<file path="src/rtl/bau_pkg.sv">
package bau_pkg;
  localparam int BANK_W = 2;

  typedef enum logic [1:0] {
    SLOT_NONE = 2'd0,
    SLOT_SFR  = 2'd1,
    SLOT_GPR  = 2'd2
  } slot_e;
endpackage

</file>
<file path="src/rtl/bau_path_sel.sv">
module bau_path_sel
  import bau_pkg::*;
#(
  parameter int NUM_BANKS = 4,
  parameter int OFS_W     = 7,
  parameter int IND_OFS   = 0
) (
  input  logic [OFS_W-1:0]  op_fld,
  input  logic [BANK_W-1:0] bank_sel,
  input  logic              ptr_hi,
  input  logic [OFS_W:0]    ptr_lo,
  output logic [BANK_W-1:0] bank,
  output logic [OFS_W-1:0]  ofs,
  output logic              ind,
  output logic              nul
);
  localparam logic HI_EN = (NUM_BANKS > 2);
  localparam logic [OFS_W-1:0] IND_SLOT = OFS_W'(IND_OFS);

  logic hi_dir, hi_ind;

  always_comb begin
    hi_dir = bank_sel[1] & HI_EN;
    hi_ind = ptr_hi & HI_EN;
    ind    = (op_fld == IND_SLOT);
    if (ind) begin
      bank = {hi_ind, ptr_lo[OFS_W]};
      ofs  = ptr_lo[OFS_W-1:0];
    end else begin
      bank = {hi_dir, bank_sel[0]};
      ofs  = op_fld;
    end
    nul = ind && (ptr_lo[OFS_W-1:0] == IND_SLOT);
  end
endmodule

</file>
<file path="src/rtl/bau_fold.sv">
module bau_fold
  import bau_pkg::*;
#(
  parameter int SHARED_EN   = 1,
  parameter int OFS_W       = 7,
  parameter int SHARED_BASE = 112
) (
  input  logic [BANK_W-1:0] bank_in,
  input  logic [OFS_W-1:0]  ofs,
  output logic [BANK_W-1:0] bank_out
);
  localparam logic [OFS_W-1:0] BASE = OFS_W'(SHARED_BASE);

  generate
    if (SHARED_EN != 0) begin : g_shared
      always_comb bank_out = (ofs >= BASE) ? '0 : bank_in;
    end else begin : g_plain
      always_comb bank_out = bank_in;
    end
  endgenerate
endmodule

</file>
<file path="src/rtl/bau_class.sv">
module bau_class
  import bau_pkg::*;
#(
  parameter int NUM_BANKS = 4,
  parameter int OFS_W     = 7,
  parameter int SFR_LIMIT = 32
) (
  input  logic [BANK_W-1:0] bank,
  input  logic [OFS_W-1:0]  ofs,
  input  logic              nul,
  output slot_e             slot,
  output logic              unimpl
);
  localparam logic [OFS_W-1:0] SFR_END = OFS_W'(SFR_LIMIT);

  generate
    if (NUM_BANKS < (1 << BANK_W)) begin : g_partial
      always_comb unimpl = (bank >= BANK_W'(NUM_BANKS));
    end else begin : g_full
      always_comb unimpl = 1'b0;
    end
  endgenerate

  always_comb begin
    if (nul || unimpl)      slot = SLOT_NONE;
    else if (ofs < SFR_END) slot = SLOT_SFR;
    else                    slot = SLOT_GPR;
  end
endmodule

</file>
<file path="src/rtl/bankaddr_unit.sv">
module bankaddr_unit
  import bau_pkg::*;
#(
  parameter int NUM_BANKS   = 4,
  parameter int SHARED_EN   = 1,
  parameter int OFS_W       = 7,
  parameter int SFR_LIMIT   = 32,
  parameter int SHARED_BASE = 112,
  parameter int IND_OFS     = 0
) (
  input  logic               clk,
  input  logic               rst,
  input  logic               req_valid,
  input  logic [OFS_W-1:0]   op_fld,
  input  logic [1:0]         bank_sel,
  input  logic               ptr_hi,
  input  logic [OFS_W:0]     ptr_lo,
  output logic               addr_valid,
  output logic [OFS_W+1:0]   phys_addr,
  output logic               sfr_sel,
  output logic               gpr_sel,
  output logic               null_acc,
  output logic               unimpl,
  output logic               ind_path
);
  logic [BANK_W-1:0] bank_raw, bank_fold;
  logic [OFS_W-1:0]  ofs;
  logic              ind, nul, unimpl_c;
  slot_e             slot;

  bau_path_sel #(.NUM_BANKS(NUM_BANKS), .OFS_W(OFS_W), .IND_OFS(IND_OFS)) u_path (
    .op_fld(op_fld), .bank_sel(bank_sel), .ptr_hi(ptr_hi), .ptr_lo(ptr_lo),
    .bank(bank_raw), .ofs(ofs), .ind(ind), .nul(nul)
  );

  bau_fold #(.SHARED_EN(SHARED_EN), .OFS_W(OFS_W), .SHARED_BASE(SHARED_BASE)) u_fold (
    .bank_in(bank_raw), .ofs(ofs), .bank_out(bank_fold)
  );

  bau_class #(.NUM_BANKS(NUM_BANKS), .OFS_W(OFS_W), .SFR_LIMIT(SFR_LIMIT)) u_class (
    .bank(bank_fold), .ofs(ofs), .nul(nul), .slot(slot), .unimpl(unimpl_c)
  );

  always_ff @(posedge clk) begin
    if (rst) begin
      addr_valid <= 1'b0;
      phys_addr  <= '0;
      sfr_sel    <= 1'b0;
      gpr_sel    <= 1'b0;
      null_acc   <= 1'b0;
      unimpl     <= 1'b0;
      ind_path   <= 1'b0;
    end else begin
      addr_valid <= req_valid;
      if (req_valid) begin
        phys_addr <= {bank_fold, ofs};
        sfr_sel   <= (slot == SLOT_SFR);
        gpr_sel   <= (slot == SLOT_GPR);
        null_acc  <= nul;
        unimpl    <= unimpl_c;
        ind_path  <= ind;
      end
    end
  end
endmodule

</file>
<file path="config.mk">
export PLATFORM = sky130hd
export DESIGN_NAME = bankaddr_unit
export DESIGN_NICKNAME = d
export VERILOG_FILES = /design/src/rtl/bau_pkg.sv /design/src/rtl/bau_path_sel.sv /design/src/rtl/bau_fold.sv /design/src/rtl/bau_class.sv /design/src/rtl/bankaddr_unit.sv
export SDC_FILE = /design/constraint.sdc
export NUM_CORES = 1
export LEC_CHECK = 0
export ABC_AREA = 0
export BUFFER_PORTS_ARGS = -buffer_cell sky130_fd_sc_hd__buf_2
export CAP_MARGIN = 20
export CELL_PAD_IN_SITES_DETAIL_PLACEMENT = 2
export CELL_PAD_IN_SITES_GLOBAL_PLACEMENT = 2
export CORE_UTILIZATION = 22
export CTS_BUF_LIST = sky130_fd_sc_hd__clkbuf_16
export CTS_CLUSTER_SIZE = 40
export DETAILED_ROUTE_END_ITERATION = 6
export PLACE_DENSITY_LB_ADDON = 0.1
export SLEW_MARGIN = 5
export SYNTH_ARGS = -nofsm -noshare
export SYNTH_HDL_FRONTEND = slang
export SYNTH_SLANG_ARGS = --single-unit
</file>
<file path="constraint.sdc">
create_clock -name clk -period 1.8 [get_ports clk]
set_input_delay 0.18 -clock clk [delete_from_list [all_inputs] [get_ports clk]]
set_output_delay 0.18 -clock clk [all_outputs]
set_load 0.01 [all_outputs]
</file>
=== After elaboration in Yosys (flattened, before gate mapping) ===
Cells that the tools add are included.

* Bits in registers: 14
* Input bits: 21
* Output and inout port bits: 15
* Word-level logic and storage cells: 18

* Magnitude comparators: 2
* Equality and inequality tests: 2
* Muxes and demuxes: 5
* Reduce and logical (&&, ||, !) cells: 3

{| class="wikitable"
|+ Operators with widths
! kind !! count
|-
| $logic_not 7->1 || 2
|-
| $mux 2 || 4
|-
| $ge 7x7->1 const B || 1
|-
| $lt 7x6->1 const B || 1
|-
| $mux 7 || 1
|-
| $eq 2x1->1 const B || 1
|-
| $eq 2x2->1 const B || 1
|-
| $logic_and 1x1->1 || 1
|}

=== Longest topological paths before layout ===
Gate-level depths: netlist of the first run.

* Depth after elaboration: 6
* Depth in mapped cells: 5
* Mapped depth without buffers: 4

=== By module ===
A second synthesis of the first run with hierarchy kept.

* Cells, all modules: 71
* Area total of the unflattened synthesis: 738.2 µm²

{| class="wikitable"
|+ By module, submodules not included
! module !! times used !! cells an instance !! area each (µm²) !! seq. area each (µm²)
|-
| bankaddr_unit || 1 || 49 || 545.5 || 300.3
|-
| bau_path_sel || 1 || 15 || 148.9 || 0.0
|-
| bau_class || 1 || 4 || 26.3 || 0.0
|-
| bau_fold || 1 || 3 || 17.5 || 0.0
|}

=== Worst setup path before layout of the first run ===
OpenSTA, ideal clock, no wires.

* Path type: input to register
* Start: in ptr_lo[4]
* End: reg gpr_sel
* Setup time: 132 ps
* Arrival time: 1,242 ps
* Required time: 1,668 ps
* Slack: 426 ps
* Stages: 4
* Path buffers: 0
* Path through: or4_1 or3_1 o211ai_1 a21oi_1

* Longest elaborated chain between the ends: 5
* Elaborated cells on any way between the ends: 7
* Those cells by class: order compare: 1; eq/ne: 1; mux: 3; reduce/logical: 2

{| class="wikitable"
|+ RTL lines
! item !! RTL line !! RTL
|-
| start, declared || bankaddr_unit.sv:17 || <nowiki>input logic [OFS_W:0] ptr_lo,</nowiki>
|-
| $mux 7 || bau_path_sel.sv:26 || <nowiki>if (ind) begin</nowiki>
|-
| $lt 7x6->1 || bau_class.sv:26 || <nowiki>else if (ofs < SFR_END) slot = SLOT_SFR;</nowiki>
|-
| $mux 2 || bau_class.sv:26 ||
|-
| $mux 2 * || bau_class.sv:25 || <nowiki>if (nul || unimpl) slot = SLOT_NONE;</nowiki>
|-
| $eq 2x2->1 * || bankaddr_unit.sv:58 || <nowiki>gpr_sel <= (slot == SLOT_GPR);</nowiki>
|-
| end signal, assigned || bankaddr_unit.sv:58 ||
|-
| end, declared || bankaddr_unit.sv:21 || <nowiki>output logic gpr_sel,</nowiki>
|}

Every way passes the cells marked *; elsewhere a longest branch is shown, timed or not.
A chain may end at the register's enable or synchronous reset.

=== Worst setup path after layout of the first run ===
Same ends and word-level chain as after synthesis.

==> results of run 1 <==
==> layout by cell type (no fill, tap or decap) <==
master / Yosys / final
a211oi_1: 7 / 7
clkinv_1: 0 / 1
o21ai_2: 1 / 1
o211ai_1: 2 / 2
nor2b_1: 1 / 1
clkbuf_16: 0 / 3
and2_1: 1 / 1
or3_1: 1 / 1
nor2_1: 13 / 13
or2_1: 1 / 1
and3_1: 1 / 1
or3b_2: 1 / 1
nand2_1: 2 / 2
o31ai_1: 1 / 1
or4_1: 1 / 1
o21ai_1: 2 / 2
mux2i_1: 3 / 3
a21oi_1: 8 / 8
dfxtp_1: 14 / 14
nor3_1: 1 / 1
buf_2: 1 / 34
nand2b_1: 1 / 1
a311o_1: 1 / 1
buf_4: 1 / 2
nand3_1: 3 / 3
conb_1: 1 / 1
==> worst min-delay path by stage <==
stage | startpoint | end | slack, ns
global route | bank_sel[0] | phys_addr[7]$_SDFFE_PP0P_ | 0.22
detailed placement | phys_addr[7]$_SDFFE_PP0P_ | phys_addr[7]$_SDFFE_PP0P_ | 0.45
floorplan | rst | addr_valid$_SDFF_PP0_ | 0.26
CTS | bank_sel[0] | phys_addr[7]$_SDFFE_PP0P_ | 0.21
finish | bank_sel[0] | phys_addr[7]$_SDFFE_PP0P_ | 0.21
global placement | phys_addr[7]$_SDFFE_PP0P_ | phys_addr[7]$_SDFFE_PP0P_ | 0.44
==> routing by layer <==
| metal | vias up | share of wire, % |
|---|---|---|
| met5 | - | 0 |
| met4 | 0 | 0.71 |
| met3 | 2 | 6.0 |
| met2 | 23 | 43 |
| met1 | 293 | 50 |
| li1 | 329 | - |
==> cell type report <==
cell class,instances,area (um^2)
Fill cell,305,1680
Clock inverter,1,3.75
Tap cell,30,37.5
Multi-Input combinational cell,53,308
Sequential cell,14,280
Clock buffer,3,75.1
Timing Repair Buffer,36,185
==> critical path: cells and delay by family <==
kind / cells / cell delay [ns]
AND/OR/NAND/NOR: 2 / 0.89
AO/OA/AOI/OAI: 2 / 0.25
buffers and inverters: 1 / 0.11
==> report_power, final <==
part	internal (mW)	switching, mW	total [mW]
logic	0.0471	0.0586	0.106
registers	0.329	0.00807	0.337
clock network	0.294	0.127	0.421
total	0.670	0.194	0.864
==> flip-flops by register name, indices dropped and copies added, names as in the netlist <==
register / cells
phys_addr: 9
addr_valid: 1
gpr_sel: 1
ind_path: 1
null_acc: 1
sfr_sel: 1
==> logic make-up (layout without fill, tap and decap cells) <==
group | Yosys count | after routing | synth area share, %
other cells | 1 | 1 | 0.605
compound gates | 22 | 22 | 23.2
mux | 3 | 3 | 4.85
simple gates | 27 | 27 | 21.0
buf+inv | 5 | 40 | 5.05
flops | 14 | 14 | 45.3
==> metrics, run 1 <==
Post-Syn Area=619 um^2; VDD IR max=0.000528 V; worst reg2reg endpoint=sfr_sel$_SDFFE_PP0P_; io pins=36; vias in the first global route=595; Pre-antenna DRT Iters=1; initial antenna violation count=0; post-CTS setup buffer count=0; Final Hold Fails=0; critical path peak fanout=3; Final WS setup=0.483 ns; EDFF count, synth=0; Die Y=55.1 um; placed inst area=811 um^2; antenna cell count=0; reg2reg path depth=2; critical path arrival=1.44 ns; R2R Path Start=sfr_sel$_SDFFE_PP0P_; Main synth FF type=dfxtp_1; crit path kind=input port to flop; startpoint class of the critical path=input port; Util after Layout=34.6%; post-synth top area share=45.3%; max-cap violations=0; hold path depth=3; power per cell area=971 nW/um^2; final setup TNS=0 ns; Sink Count=14; Core Area=2570 um^2; routed vias/inst=4.72; Max Slew Vio Count=0; Commonest cells post-synth=14 x dfxtp_1, 13 x nor2_1, 8 x a21oi_1; vias=647; CTS tree=done; CP required=1.92 ns; Chip Width=55.1 um; R2R Setup Slk=0.90 ns; largest net degree at the start of global routing=23; crit share post-route=73.2%; total gr overflow=0; GRT met3 Usage=4.10%; Worst Setup End Kind=flop; launch point of the worst path=ptr_lo[4]; share of cells above drive strength 1=38.3%; fin crit period=1.32 ns; CP Cell Sequence=buf_2 > or4_1 > or3_1 > o211ai_1 > a21oi_1; WL final=1.84 mm; Clock Tree Buf Depth=2; most common cell in the synthesized netlist=dfxtp_1; Synth area leader=dfxtp_1; PostCTS Resize Cnt=0; met2 Use GR=18.9%; CP peak stage delay=0.53 ns; row count=18; dpl cells=133; Synth Warn #=0; Clk Latency, worst-skew pair=0.24 ns; Seq cells post-synth=14; Non-Filler Instances=137; post-cts hold buffer count=0; Tot GR Track Use=13.3%; Antenna Nets Post-Route=0; worst min path class=input port to flop; Overall Power=864 uW; Worst Skew=0 ns; Initial Utilization=24.1%; pre-CTS WS=0.242 ns; final setup vio count=0; clock-pin slew on the worst setup and hold paths=0.05 ns; busiest layer in global routing=met2; status=finished clean; DR iter-0 viols=0; grt met1 use=17.5%; largest cells by area after synthesis=dfxtp_1 45%, a211oi_1 8.5%, nor2_1 7.9%; Die ar.=3030 um^2; DRC errors left=0; Placer Congestion=0.788; Port Buffers=34; ys async rst share=0%; # H-tree levels=1; slowest stage cell, crit path=or4_1; Layout Nets=129; Root Buffer Master=clkbuf_16; WHS=0.212 ns; Final HPWL DP=1.42 mm; Fmax=759 MHz; Synth Area per Inst=8.60 um^2; wire per inst=13.4 um; Gate Count Post-Synth=72; Area Growth Syn to Fin=43.6%; Post-Syn Nets=93; RSZ-0062 raised after global routing=false; Static Leak=0.404 nW; fin area=890 um^2; Netlist cell types=26; CTS Buf Count=3; post-synthesis sequential area ratio=45.3%; endpoint of the worst setup timing path=gpr_sel$_SDFFE_PP0P_; global-route wire length before repair=2.72 mm
Note: power is estimated with default switching activity, not from simulation.
==> inputs of run 2 (changes only) <==
Settings changed: ABC_AREA 0 to 1, CORE_UTILIZATION 22 to 19.
Clock period 1.8 ns to 1.16 ns, I/O delays scaled along.
==> run 2 against run 1 <==
  * Routed wire length up 18%
  * First-iteration DRC count up 18
  * Synthesized area up 12%
  * Register-to-register slack worse by 0.40 ns
  * Worst hold slack worse by 0.081 ns
  * Design area up 12%
  * Utilization down 5.4 points
  * Non-clock buffer count up 1
  * Largest cell class unchanged
  * Largest power group unchanged
==> metrics, run 2 <==
Fmax=1100 MHz; Port Buffers=34 (unchanged); R2R Path Start=phys_addr[2]$_SDFFE_PP0P_; Core Area=3420 um^2 (+33%); share of cells above drive strength 1=37.8% (-0.54 points); Fill cells=421 (+38%); Post-Syn Nets=118 (+27%); grt met1 use=15.6% (-1.9 points); total gr overflow=0 (unchanged); CP required=1.28 ns (-0.64 ns); EDFF count, synth=0 (unchanged); delay-heaviest family, CP=simple AND/OR/NAND/NOR gates; Static Leak=0.530 nW (+31%); fin crit period=0.908 ns; post-cts hold buffer count=0 (unchanged); Main synth FF type=dfxtp_1; antenna cell count=0 (unchanged); post-CTS setup buffer count=0 (unchanged); Antenna Nets Post-Route=0 (unchanged); NetSw=313 uW (+61%); critical path arrival=1.03 ns (-0.41 ns); Pre-antenna DRT Iters=3 (+2); Worst Skew=0 ns (unchanged); Synth area leader=dfxtp_1; reg2reg path depth=2 (unchanged); switching share of power=22.9% (+0.49 points); Layout Nets=157 (+22%); hold path depth=2 (-1); crit path kind=input port to flop; fin area=1000 um^2 (+12%); post-synthesis sequential area ratio=40.4% (-4.9 points); GRT met3 Usage=2.19% (-1.9 points); Chip Width=62.5 um (+13%); final setup vio count=0 (unchanged); clock-pin slew on the worst setup and hold paths=0.04 ns (about the same); Clk Latency, worst-skew pair=0.24 ns (about the same); Int Pwr=1.05 mW (+57%); met2 Use GR=21.2% (+2.3 points); Buffers & Inverters on Critical Path=3 (+2); launch point of the worst path=op_fld[3]; CP peak stage delay=0.18 ns (-0.35 ns); max reg flops=9 (unchanged); WHS=0.131 ns (-0.0809 ns); pre-CTS WS=-0.0170 ns (-0.259 ns); RSZ-0062 raised after global routing=false; WL final=2.16 mm (+18%); Root Buffer Master=clkbuf_16; Worst Setup End Kind=flop; R2R Setup Slk=0.50 ns (-0.40 ns); ys async rst share=0% (unchanged); Area Growth Syn to Fin=44.0%; Final HPWL DP=1.80 mm (+27%); post-synth top area share=40.4% (-4.9 points); Placer Congestion=0.697 (-12%); Tot GR Track Use=12.7% (-0.59 points); routed vias/inst=4.13 (-12%); Seq cells post-synth=14 (unchanged); wire per inst=11.9 um (-11%); PostCTS Resize Cnt=0 (unchanged); Seq pwr share=38.6% (-0.4 points); Post-Syn Area=694 um^2 (+12%); CTS tree=done; worst min path class=input port to flop; Synth Area per Inst=7.16 um^2 (-17%); worst reg2reg endpoint=phys_addr[2]$_SDFFE_PP0P_; Sink Count=14 (unchanged); VDD IR max=0.000649 V (+23%); Die ar.=3900 um^2 (+29%); Initial Utilization=20.3% (-3.8 points); crit share post-route=78.2%; vias=748 (+16%); placed inst area=921 um^2 (+14%); Levels on crit path=9 (+4); largest net degree at the start of global routing=14 (-39%); commonest non-fill, non-tap cell in the layout=buf_2; Top reg by flops=phys_addr; Final WS setup=0.252 ns (-0.231 ns); largest cells by area after synthesis=dfxtp_1 40%, nand2_1 8.6%, nor2_1 8.6%; io pins=36 (unchanged); most frequent cells in the layout=34 x buf_2, 16 x nor2_1, 16 x nand2_1; Synth Warn #=0 (unchanged); # H-tree levels=1 (unchanged); critical path peak fanout=4 (+1); initial antenna violation count=0 (unchanged); status=finished clean; DR iter-0 viols=18 (+18); row count=21 (+3); CP Cell Sequence=buf_2 > nor2_1 > nand2_1 > clkinv_2 > nand3_2 > nand2_2 > inv_2 > o21ai_0 > a21oi_1; Netlist cell types=22 (-15%); Clock Tree Buf Depth=2 (unchanged); Overall Power=1.36 mW (+58%); Final Hold Fails=0 (unchanged); final setup TNS=0 ns (unchanged); Commonest cells post-synth=16 x nand2_1, 16 x nor2_1, 14 x dfxtp_1; busiest layer in global routing=met2; startpoint class of the critical path=input port; Max Slew Vio Count=0 (unchanged); Clk pwr share=46.8% (-1.9 points); endpoint of the worst setup timing path=gpr_sel$_SDFFE_PP0P_; DRC errors left=0 (unchanged); Die Y=62.5 um (+13%); CTS Buf Count=3 (unchanged); max-cap violations=0 (unchanged); vias in the first global route=813 (+37%); slowest stage cell, crit path=o21ai_0; global-route wire length before repair=3.84 mm (+41%); Gate Count Post-Synth=97 (+35%); power per cell area=1360 nW/um^2 (+40%); proportion of power drawn by combinational gates=14.6% (+2.4 points)
==> run 2: cell types whose count changed after synthesis, sizes merged, moves of 2 or more <==
cell    previous run  this run
a21oi              8        10
o21ai              3        11
mux2i              3         0
nor2              13        18
nand2              2        19
nand3              3         5
inv                0        12
a211oi             7         0
clkbuf             2         0
==> run 2: routing by layer <==
layer | share of wire, % | routed length, um
met1 | 47 | 1020
met3 | 3.3 | 72
met5 | 0 | 0
met4 | 1.3 | 28
met2 | 48 | 1040
==> run 2: worst min path at each step <==
stage | startpoint | slack (ns) | end
finish | rst | 0.13 | gpr_sel$_SDFFE_PP0P_
global route | rst | 0.14 | phys_addr[7]$_SDFFE_PP0P_
CTS | rst | 0.13 | gpr_sel$_SDFFE_PP0P_
detailed placement | rst | 0.38 | gpr_sel$_SDFFE_PP0P_
global placement | rst | 0.38 | sfr_sel$_SDFFE_PP0P_
floorplan | rst | 0.19 | gpr_sel$_SDFFE_PP0P_
==> run 2: power by group through the flow <==
stage	combinational (mW)	clock (mW)	sequential, mW
6_report	0.199	0.638	0.526
5_1_grt	0.225	0.687	0.529
4_1_cts	0.203	0.658	0.527
3_5_place_dp	0.202	0	0.536
3_3_place_gp	0.198	0	0.534
2_1_floorplan	0.0890	0	0.549
==> run 2: logic make-up after synthesis <==
group,after synthesis,synth area share (%)
DFF,14,40.4
AOI/OAI and AO/OA,23,17.3
buffers and inverters,16,10.6
and+or+nand+nor,43,31.2
other,1,0.540
==> run 2: per-stage QoR <==
stage / utilization (%) / std cells
6_report: 29.3 / 181
4_1_cts: 29.3 / 181
3_3_place_gp: 27.0 / 177
3_5_place_dp: 27.0 / 177
5_1_grt: 29.3 / 181
2_1_floorplan: - / 97
==> run 2: final cells by class <==
class                   count  area (um^2)  share of cell area (%)
clock buffers               3         75.1                    7.51
clock inverters             1         3.75                   0.375
inverters                  13         50.0                    5.01
multi-input cells          67          340                    34.0
flip-flops and latches     14          280                    28.0
well taps                  46         57.6                    5.76
repair buffers             37          193                    19.3
